## src/rtl/fpr_pair_pkg.sv

```systemverilog
package fpr_pair_pkg;

   typedef enum logic [2:0] {
      OP_MOVE_IN_W   = 3'd0,
      OP_MOVE_OUT_W  = 3'd1,
      OP_MOVE_IN_D   = 3'd2,
      OP_MOVE_OUT_D  = 3'd3,
      OP_LOAD_W      = 3'd4,
      OP_LOAD_D      = 3'd5,
      OP_STORE_W     = 3'd6,
      OP_STORE_D     = 3'd7
   } xfer_op_e;

   function automatic logic op_is_word(input xfer_op_e op);
      return (op == OP_MOVE_IN_W) || (op == OP_MOVE_OUT_W) ||
             (op == OP_LOAD_W)    || (op == OP_STORE_W);
   endfunction

   function automatic logic op_is_mem(input xfer_op_e op);
      return (op == OP_LOAD_W) || (op == OP_LOAD_D) ||
             (op == OP_STORE_W) || (op == OP_STORE_D);
   endfunction

   function automatic logic op_is_store(input xfer_op_e op);
      return (op == OP_STORE_W) || (op == OP_STORE_D);
   endfunction

   function automatic logic op_writes_fpr(input xfer_op_e op);
      return (op == OP_MOVE_IN_W) || (op == OP_MOVE_IN_D);
   endfunction

   function automatic logic op_writes_gpr(input xfer_op_e op);
      return (op == OP_MOVE_OUT_W) || (op == OP_MOVE_OUT_D);
   endfunction

endpackage

```

## src/rtl/fpr_pair_map.sv

```systemverilog
module fpr_pair_map #(
   parameter int IDX_W = 5
) (
   input  logic             wide_mode,
   input  logic             word_op,
   input  logic [IDX_W-1:0] reg_num,
   output logic             hi_sel,
   output logic             paired,
   output logic [IDX_W-1:0] phys_idx
);

   generate
      if (IDX_W < 2) begin : g_bad_idx
         $error("fpr_pair_map: IDX_W must be at least 2");
      end
   endgenerate

   logic fold;

   always_comb begin
      paired   = ~wide_mode;
      fold     = paired & word_op;
      hi_sel   = fold & reg_num[0];
      phys_idx = fold ? {reg_num[IDX_W-1:1], 1'b0} : reg_num;
   end

endmodule

```

## src/rtl/fpr_pair_lane.sv

```systemverilog
module fpr_pair_lane
   import fpr_pair_pkg::*;
#(
   parameter int DATA_W  = 64,
   parameter int SHIFT_W = $clog2(DATA_W)
) (
   input  xfer_op_e             op,
   input  logic                 paired,
   input  logic                 hi_sel,
   input  logic [DATA_W-1:0]    fpr_val,
   input  logic [DATA_W-1:0]    gpr_val,
   output logic [DATA_W-1:0]    fpr_wdata,
   output logic [DATA_W-1:0]    gpr_wdata,
   output logic [DATA_W-1:0]    st_data,
   output logic [DATA_W-1:0]    keep_data,
   output logic [SHIFT_W-1:0]   shift_amt
);

   localparam int HALF = DATA_W / 2;

   generate
      if ((DATA_W % 2) != 0 || DATA_W < 16) begin : g_bad_width
         $error("fpr_pair_lane: DATA_W must be even and at least 16");
      end
   endgenerate

   logic [HALF-1:0]   src_lo;
   logic [HALF-1:0]   reg_lo;
   logic [HALF-1:0]   reg_hi;
   logic [HALF-1:0]   sel_word;
   logic [DATA_W-1:0] move_in_w;
   logic [DATA_W-1:0] keep_w;

   always_comb begin
      src_lo   = gpr_val[HALF-1:0];
      reg_lo   = fpr_val[HALF-1:0];
      reg_hi   = fpr_val[DATA_W-1:HALF];
      sel_word = hi_sel ? reg_hi : reg_lo;

      if (!paired)
         move_in_w = {{HALF{src_lo[HALF-1]}}, src_lo};
      else if (hi_sel)
         move_in_w = {src_lo, reg_lo};
      else
         move_in_w = {reg_hi, src_lo};

      if (!paired)
         keep_w = '0;
      else if (hi_sel)
         keep_w = {{HALF{1'b0}}, reg_lo};
      else
         keep_w = {reg_hi, {HALF{1'b0}}};
   end

   always_comb begin
      fpr_wdata = gpr_val;
      gpr_wdata = fpr_val;
      st_data   = fpr_val;
      keep_data = '0;
      shift_amt = '0;
      unique case (op)
         OP_MOVE_IN_W:  fpr_wdata = move_in_w;
         OP_MOVE_OUT_W: gpr_wdata = {{HALF{sel_word[HALF-1]}}, sel_word};
         OP_LOAD_W: begin
            keep_data = keep_w;
            shift_amt = hi_sel ? SHIFT_W'(HALF) : '0;
         end
         OP_STORE_W:    st_data = hi_sel ? (fpr_val >> HALF) : fpr_val;
         default: ;
      endcase
   end

endmodule

```

## src/rtl/fpr_pair_agen.sv

```systemverilog
module fpr_pair_agen #(
   parameter int ADDR_W = 64,
   parameter int IMM_W  = 16
) (
   input  logic [ADDR_W-1:0] base,
   input  logic [IMM_W-1:0]  imm,
   output logic [ADDR_W-1:0] addr
);

   logic [ADDR_W-1:0] offset;

   generate
      if (ADDR_W > IMM_W) begin : g_sext
         assign offset = {{(ADDR_W-IMM_W){imm[IMM_W-1]}}, imm};
      end else begin : g_trunc
         assign offset = imm[ADDR_W-1:0];
      end
   endgenerate

   assign addr = base + offset;

endmodule

```

## src/rtl/fpr_pair_unit.sv

```systemverilog
module fpr_pair_unit
   import fpr_pair_pkg::*;
#(
   parameter int DATA_W = 64,
   parameter int IDX_W  = 5,
   parameter int ADDR_W = 64,
   parameter int IMM_W  = 16
) (
   input  logic                        clk,
   input  logic                        rst_n,
   input  logic                        req_valid,
   input  logic [2:0]                  req_op,
   input  logic                        wide_mode,
   input  logic [IDX_W-1:0]            reg_num,
   output logic [IDX_W-1:0]            fpr_rd_idx,
   input  logic [DATA_W-1:0]           fpr_rd_data,
   input  logic [DATA_W-1:0]           gpr_data,
   input  logic [ADDR_W-1:0]           base_addr,
   input  logic [IMM_W-1:0]            offset_imm,
   output logic                        fpr_wr_en,
   output logic [IDX_W-1:0]            fpr_dst_idx,
   output logic [DATA_W-1:0]           fpr_wr_data,
   output logic                        gpr_wr_en,
   output logic [DATA_W-1:0]           gpr_wr_data,
   output logic                        mem_valid,
   output logic                        mem_write,
   output logic [ADDR_W-1:0]           mem_addr,
   output logic [3:0]                  mem_size,
   output logic [DATA_W-1:0]           mem_wdata,
   output logic [$clog2(DATA_W)-1:0]   ld_shift,
   output logic [DATA_W-1:0]           ld_keep
);

   localparam int HALF        = DATA_W / 2;
   localparam int SHIFT_W     = $clog2(DATA_W);
   localparam int WORD_BYTES  = HALF / 8;
   localparam int DWORD_BYTES = DATA_W / 8;

   generate
      if (DWORD_BYTES > 15 || (DATA_W % 16) != 0) begin : g_bad_size
         $error("fpr_pair_unit: DATA_W must be a multiple of 16 and at most 120");
      end
   endgenerate

   xfer_op_e          op;
   logic              word_op;
   logic              hi_sel;
   logic              paired;
   logic [IDX_W-1:0]  phys_idx;
   logic [DATA_W-1:0] n_fpr_wdata;
   logic [DATA_W-1:0] n_gpr_wdata;
   logic [DATA_W-1:0] n_st_data;
   logic [DATA_W-1:0] n_keep;
   logic [SHIFT_W-1:0] n_shift;
   logic [ADDR_W-1:0] n_addr;

   assign op      = xfer_op_e'(req_op);
   assign word_op = op_is_word(op);

   fpr_pair_map #(.IDX_W(IDX_W)) u_map (
      .wide_mode (wide_mode),
      .word_op   (word_op),
      .reg_num   (reg_num),
      .hi_sel    (hi_sel),
      .paired    (paired),
      .phys_idx  (phys_idx)
   );

   assign fpr_rd_idx = phys_idx;

   fpr_pair_lane #(.DATA_W(DATA_W), .SHIFT_W(SHIFT_W)) u_lane (
      .op        (op),
      .paired    (paired),
      .hi_sel    (hi_sel),
      .fpr_val   (fpr_rd_data),
      .gpr_val   (gpr_data),
      .fpr_wdata (n_fpr_wdata),
      .gpr_wdata (n_gpr_wdata),
      .st_data   (n_st_data),
      .keep_data (n_keep),
      .shift_amt (n_shift)
   );

   fpr_pair_agen #(.ADDR_W(ADDR_W), .IMM_W(IMM_W)) u_agen (
      .base (base_addr),
      .imm  (offset_imm),
      .addr (n_addr)
   );

   always_ff @(posedge clk) begin
      if (!rst_n) begin
         fpr_wr_en <= 1'b0;
         gpr_wr_en <= 1'b0;
         mem_valid <= 1'b0;
         mem_write <= 1'b0;
      end else begin
         fpr_wr_en <= req_valid & op_writes_fpr(op);
         gpr_wr_en <= req_valid & op_writes_gpr(op);
         mem_valid <= req_valid & op_is_mem(op);
         mem_write <= req_valid & op_is_store(op);
      end
   end

   always_ff @(posedge clk) begin
      if (!rst_n) begin
         fpr_dst_idx <= '0;
         fpr_wr_data <= '0;
         gpr_wr_data <= '0;
         mem_addr    <= '0;
         mem_size    <= '0;
         mem_wdata   <= '0;
         ld_shift    <= '0;
         ld_keep     <= '0;
      end else if (req_valid) begin
         fpr_dst_idx <= phys_idx;
         fpr_wr_data <= n_fpr_wdata;
         gpr_wr_data <= n_gpr_wdata;
         mem_addr    <= n_addr;
         mem_size    <= word_op ? 4'(WORD_BYTES) : 4'(DWORD_BYTES);
         mem_wdata   <= n_st_data;
         ld_shift    <= n_shift;
         ld_keep     <= n_keep;
      end
   end

   AST_RESET_QUIET: assert property (@(posedge clk)
      $rose(rst_n) |-> !(fpr_wr_en | gpr_wr_en | mem_valid));

   AST_EVEN_DEST: assert property (@(posedge clk) disable iff (!rst_n)
      req_valid && !wide_mode && word_op |=> fpr_dst_idx[0] == 1'b0);

   AST_KEEP_LOW_HALF: assert property (@(posedge clk) disable iff (!rst_n)
      req_valid && op == OP_MOVE_IN_W && !wide_mode && reg_num[0]
      |=> fpr_wr_data[HALF-1:0] == $past(fpr_rd_data[HALF-1:0]));

   AST_MOVE_OUT_SEXT: assert property (@(posedge clk) disable iff (!rst_n)
      req_valid && op == OP_MOVE_OUT_W
      |=> gpr_wr_data[DATA_W-1:HALF] == {HALF{gpr_wr_data[HALF-1]}});

   AST_SHIFT_WORD_ONLY: assert property (@(posedge clk) disable iff (!rst_n)
      mem_valid && ld_shift != '0 |-> mem_size == 4'(WORD_BYTES) && !mem_write);

   AST_ONE_STROBE: assert property (@(posedge clk) disable iff (!rst_n)
      $onehot0({fpr_wr_en, gpr_wr_en, mem_valid}));

   AST_ACCEPT_STROBE: assert property (@(posedge clk) disable iff (!rst_n)
      req_valid |=> (fpr_wr_en | gpr_wr_en | mem_valid));

   AST_IDLE_STROBE: assert property (@(posedge clk) disable iff (!rst_n)
      !req_valid |=> !(fpr_wr_en | gpr_wr_en | mem_valid));

endmodule

```

## config.mk

```make
export PLATFORM = sky130hd
export DESIGN_NAME = fpr_pair_unit
export DESIGN_NICKNAME = d
export VERILOG_FILES = /design/src/rtl/fpr_pair_pkg.sv /design/src/rtl/fpr_pair_map.sv /design/src/rtl/fpr_pair_lane.sv /design/src/rtl/fpr_pair_agen.sv /design/src/rtl/fpr_pair_unit.sv
export SDC_FILE = /design/constraint.sdc
export NUM_CORES = 1
export LEC_CHECK = 0
export ABC_AREA = 1
export BUFFER_PORTS_ARGS = -buffer_cell sky130_fd_sc_hd__buf_2
export CORE_ASPECT_RATIO = 1.2
export CORE_MARGIN = 10
export CORE_UTILIZATION = 40
export CTS_BUF_LIST = sky130_fd_sc_hd__clkbuf_2 sky130_fd_sc_hd__clkbuf_4 sky130_fd_sc_hd__clkbuf_8
export CTS_CLUSTER_DIAMETER = 40
export DETAILED_ROUTE_END_ITERATION = 10
export GPL_ROUTABILITY_DRIVEN = 0
export SYNTH_ARGS = -nofsm -noshare
export SYNTH_HDL_FRONTEND = slang
export SYNTH_SLANG_ARGS = --single-unit
```

## constraint.sdc

```tcl
create_clock -name clk -period 2 [get_ports clk]
set_input_delay 0.1 -clock clk [delete_from_list [all_inputs] [get_ports clk]]
set_output_delay 0.1 -clock clk [all_outputs]
set_load 0.05 [all_outputs]
```

## Word-level counts from Yosys, hierarchy flattened

Index checks and enable logic that the tools add are counted.

- Bits in registers: 339
- Bits in latches: 0
- Bits in writable memories: 0
- ROM bits: 0
- Bits of input ports: 220
- Output and inout port bits: 344
- Logic and storage cells: 51
- Memories: 0

- Add/sub/neg operators: 1
- Multiply operators: 0
- Divide/modulo/power cells: 0
- $lt $le $gt $ge: 0
- Equal/unequal tests: 7
- Shift operators: 0
- Mux-type cells: 14
- Bitwise gates (word level): 7
- Reductions and logical operators: 10

Operators by type and width:

| cell | count |
|---|---|
| $mux 64 | 9 |
| $add 64x64->64 | 1 |
| $mux 32 | 1 |
| $eq 3x3->1 const B | 4 |
| $mux 6 | 2 |
| $logic_or 1x1->1 | 9 |
| $and 1x1->1 | 6 |
| $eq 3x2->1 const B | 2 |
| $mux 4 | 1 |
| $eq 3x1->1 const B | 1 |
| $logic_not 3->1 | 1 |
| $mux 1 | 1 |
| $not 1->1 | 1 |

## Longest topological paths before layout

- Depth after elaboration: 9
- Depth in mapped cells: 16
- Depth with buffers taken out: 16

## Hierarchy

Synthesis repeated with hierarchy kept, for this count alone.

- Cells, all modules: 3524
- Area total of the unflattened synthesis: 21106.5 sq um

By module, submodules not included:

| module | instances | cells each | area each (sq um) | sequential area each (sq um) |
|---|---|---|---|---|
| fpr_pair_unit | 1 | 1463 | 11632.4 | 6746.5 |
| fpr_pair_agen | 1 | 1285 | 5950.7 | 0.0 |
| fpr_pair_lane | 1 | 767 | 3473.3 | 0.0 |
| fpr_pair_map | 1 | 9 | 50.0 | 0.0 |

## Worst setup path before layout

OpenSTA, ideal clock, no wires.

- Path kind: in2reg
- Start: in base_addr[0]
- End: reg mem_addr[60]
- Library setup time: 0.109 ns
- Arrival: 1.686 ns
- Data required time: 1.891 ns
- Path slack: 0.205 ns
- Stages: 16
- Buffers on the path: 0
- Path through: ha_1 -> fa_1 -> nand3_1 -> nand3_1 -> nand2_1 -> nand2_1 -> nand2_1 -> nand2_1 -> nand2_1 -> nand2_1 -> nand2_1 -> nand2_1 -> nand2_1 -> nand3_1 -> nand2_1 -> inv_1

- Word-level cells in the longest chain between the ends: 1

RTL lines:

| what | RTL line | source |
|---|---|---|
| start: declaration | fpr_pair_unit.sv:18 | `input logic [ADDR_W-1:0] base_addr,` |
| $add 64x64->64 | fpr_pair_agen.sv:20 | `assign addr = base + offset;` |
| end signal: assignment | fpr_pair_unit.sv:118 | `mem_addr <= n_addr;` |
| end: declaration | fpr_pair_unit.sv:27 | `output logic [ADDR_W-1:0] mem_addr,` |

Every way passes these cells.
A chain may end at the register's enable or synchronous reset.

## Worst setup path after layout

- Start: in req_op[0]
- End: reg ld_keep[12]

- Word-level cells in the longest chain between the ends: 9
- Elaborated cells between the ends (all ways): 12
- Classes of those cells: 3 x eq/ne; 3 x mux; 2 x bitwise; 4 x reduce/logical

RTL lines:

| what | RTL line | source |
|---|---|---|
| start: declaration | fpr_pair_unit.sv:12 | `input logic [2:0] req_op,` |
| $eq 3x1->1 or $logic_not 3->1 (tied branches) | fpr_pair_pkg.sv:15 | `return (op == OP_MOVE_IN_W) \|\| (op == OP_MOVE_OUT_W) \|\|` |
| $logic_or 1x1->1 (2 in a row) | fpr_pair_pkg.sv:15 |  |
| $logic_or 1x1->1 | fpr_pair_pkg.sv:16 | `(op == OP_LOAD_W) \|\| (op == OP_STORE_W);` |
| $and 1x1->1 | fpr_pair_map.sv:22 | `fold = paired & word_op;` |
| $and 1x1->1 | fpr_pair_map.sv:23 | `hi_sel = fold & reg_num[0];` |
| $mux 64 | fpr_pair_lane.sv:49 | `else if (hi_sel)` |
| $mux 64 | fpr_pair_lane.sv:47 | `if (!paired)` |
| $mux 64 * | fpr_pair_lane.sv:61 | `unique case (op)` |
| end signal: assignment | fpr_pair_unit.sv:122 | `ld_keep <= n_keep;` |
| end: declaration | fpr_pair_unit.sv:31 | `output logic [DATA_W-1:0] ld_keep` |

Every way passes the cells marked *; elsewhere a longest branch is shown, timed or not.

==> metrics.md <==
| Metric | Value |
|---|---|
| Placed instance area | between 0.02 and 0.025 mm2 |
| CP Class | in2reg |
| Clock Sinks | 332 |
| DIE HEIGHT | roughly 260 um |
| CP Launch Type | input port |
| Critical Path Fanout Max | 8 |
| Routed WL | roughly 96 mm |
| R2R cell count | 3 |
| Combinational power share | between 20% and 30% |
| Crit. End Element | flop |
| Placed insts | roughly 4300 |
| Vias in the first global route | ~24000 |
| Post-Synthesis Cell Area | a little under 0.02 mm2 |
| Synth warn | 0 |
| Launch point of the worst reg-to-reg path | fpr_dst_idx[1] |
| Switching share of power | a little over a third |
| Yosys reg bits | 332 |
| Root Buffer | clkbuf_8 |
| Commonest non-fill, non-tap cell in the layout | nand2_1 |
| Post-Layout Cell Count | ~4600 |
| Tcrit/Tclk final | a little over nine tenths |
| RR Endpoint | fpr_dst_idx[1] |
| Residual DRC | 0 |
| Register area share after synthesis | 34.5% |
| Pwr/cell area | between 700 and 800 mW/mm2 |
| Setup TNS Final | 0 ns |
| Final Hold Viols | 0 |
| WP data required | 2.60 ns |
| Clk Latency, worst-skew pair | approximately 0.66 ns |
| Max-Cap Viols | 0 |
| All-Layer GR Usage | a little under a third |
| Arrival @ worst endpoint | 2.57 ns |
| Slew HR | 53.3% |
| Grt total ovfl | 0 |
| Drt wl/cell | about 21 um |
| CP startpoint | req_op[0] |
| Outcome | finished clean |
| Max Fclk | between 0.5 and 0.6 GHz |
| CORE AREA | roughly 0.048 mm2 |
| Worst hold margin | a little over 0.07 ns |
| Synth async-reset ratio | 0% |
| Vias | 24000 |
| Total power | ~22 mW |
| Die Width | roughly 220 um |
| Fin crit period | approximately 2.0 ns |
| Pleak | 15.2 nW |
| Via-per-instance ratio | around 5.2 |
| Hold crit path type | in2reg |
| Fraction of layout cells with a size suffix above 1 | about a quarter |
| Netlist cell types | 35 |
| Largest area contributor in the netlist | dfxtp_1 |
| Fillcell total | roughly 4600 |
| H-tree depth | 3 |
| Port Buf Inserts | between 500 and 600 |
| Switching pwr | approximately 7.9 mW |
| Syn avg cell area | roughly 6.3 um2 |
| Power Internal | 13.7 mW |
| Nets@finish | 4245 |
| Dominant cells by area after synthesis | dfxtp_1 34%, nand2_1 17%, inv_1 10% |
| # IOs | 564 |
| Final Setup Violations | 0 |
| Main synth FF type | dfxtp_1 |
| CTS clk-pin slew, worst paths | ~0.06 ns |
| Total CTS buffers | a little under 70 |
| Post-synth EDFFs | 0 |
| Clock power frac | 37.2% |
| Worst slew pin tran | roughly 0.70 ns |
| Most frequent cells in the layout | 868 x nand2_1, 553 x buf_2, 519 x inv_1 |
| Final Instance Area | around 0.028 mm2 |
| Row count | between 80 and 90 |
| End of the critical path | ld_keep[12] |
| CTS tree | yes |
| First-pass GRT wire length | approximately 140 mm |
| Clock tree buffer depth | 3 |
| Fin. max-slew vios | 0 |
| Post-Syn Instances | 3060 |
| Largest net degree at the start of global routing | 112 |
| ANT nets after route | 0 |
| DIE AREA | 0.0574 mm2 |
| Flop2flop setup slack | approximately 0.77 ns |
| Initial antenna violation count | 8 |
| Initial DRC count | 2212 |
| Pre-antenna DRT Iters | 6 |
| Fin Clk Skew | 0 ns |
| Layout area overhead | 44.4% |
| Initial cell density of the core | 40.2% |
| Worst IR drop on VDD | between 0.0004 and 0.0005 V |
| Sequential power share | between 30% and 40% |
| Post-DP HPWL | 72.4 mm |
| Area share of the largest cell type after synthesis | about 34% |
## synth_stat cells (2+ instances only)
cell and count:
nor2_2 3, xor2_1 12, o211ai_1 163, o21ai_0 87, a21oi_1 286, o21bai_1 3, clkbuf_1 95, inv_1 519
o21ai_1 53, xnor2_1 16, nand4_1 10, nand2_2 4, inv_4 2, inv_2 4, nand3_1 182, nor3_1 53
buf_2 34, dfxtp_1 332, nand2_1 877, a31oi_1 2, ha_1 63, buf_1 17, buf_4 14, nor2_1 216
nor4_1 3
## critical path, cell delays in order
cell,delay [ns]
dlygate4sd3_1,0.54
buf_2,0.16
inv_4,0.09
nand2_4,0.08
nand2_4,0.10
nand3_4,0.09
nor4_4,0.22
buf_6,0.21
clkbuf_16,0.18
nand2_1,0.06
dlygate4sd3_1,0.58
a21oi_1,0.12
## sequential cells by signal, summed over array words and instances, names as in the netlist
| register | cells |
|---|---|
| mem_write | 1 |
| mem_wdata | 64 |
| mem_size | 2 |
| ld_keep | 64 |
| fpr_wr_data | 64 |
| mem_valid | 1 |
| mem_addr | 64 |
| fpr_wr_en | 1 |
| gpr_wr_en | 1 |
| gpr_wr_data | 64 |
| ld_shift | 1 |
| fpr_dst_idx | 5 |
## per-stage QoR
stage	worst slack, ns	util [%]
finish	0.0304	58.1
global route	-0.0202	58.1
CTS	0.0526	57.5
detailed placement	-0.378	50.4
global placement	-0.314	50.4
floorplan	0.205	-
## timing repair
| action | in CTS | in global routing |
|---|---|---|
| hold endpoints to repair | 287 | 0 |
| endpoints found under the setup margin | 0 | 50 |
| resized for setup | 0 | 28 |
| buffers inserted | 0 | 7 |
| hold buffers | 187 | 0 |
## power by group through the flow
| stage | clock, mW | sequential, mW | combinational (mW) |
|---|---|---|---|
| 4_1_cts | 8.19 | 7.27 | 6.21 |
| 5_1_grt | 8.46 | 7.32 | 6.75 |
| 2_1_floorplan | 0 | 8.77 | 2.23 |
| 3_5_place_dp | 0 | 7.41 | 5.93 |
| 6_report | 8.06 | 7.29 | 6.30 |
| 3_3_place_gp | 0 | 7.40 | 5.87 |
## layout make-up
class | count | area [um2] | area share, %
Clock buffer | 99 | 1280 | 4.61
Multi-Input combinational cell | 2048 | 10100 | 36.2
Clock inverter | 23 | 256 | 0.922
Sequential cell | 332 | 6650 | 23.9
Tap cell | 630 | 788 | 2.83
Timing Repair Buffer | 985 | 6760 | 24.3
Antenna cell | 6 | 15.0 | 0.0540
Inverter | 526 | 1990 | 7.17
## layer usage
layer / up-vias / track usage [%] / wire [um]
li1: 11500 / - / -
met1: 11000 / 32.7 / 33100
met2: 1170 / 56.1 / 47200
met3: 321 / 6.93 / 8570
met4: 4 / 22.6 / 7010
met5: - / 0 / 19
## how the worst min path moves through the flow
stage	from	endpoint	slack (ns)	cells past startpoint
CTS	offset_imm[7]	mem_addr[7]	0.007	5
detailed placement	req_op[0]	fpr_wr_en	0.34	2
finish	offset_imm[7]	mem_addr[7]	0.07	5
global placement	reg_num[2]	fpr_dst_idx[2]	0.34	3
global route	offset_imm[7]	mem_addr[7]	0.1	5
floorplan	req_op[2]	fpr_wr_en	0.18	1
## kinds of logic after synthesis
kind of cell             share of synthesized area (%)
AND/OR/NAND/NOR                                   28.4
buffers and inverters                             13.9
AO/OA/AOI/OAI                                     17.6
flip-flops                                        34.5
adder cells (fa/ha/maj)                           4.19
XOR/XNOR                                          1.27
other                                           0.0195
multiplexers                                    0.0584
(Power assumes the default switching activity.)
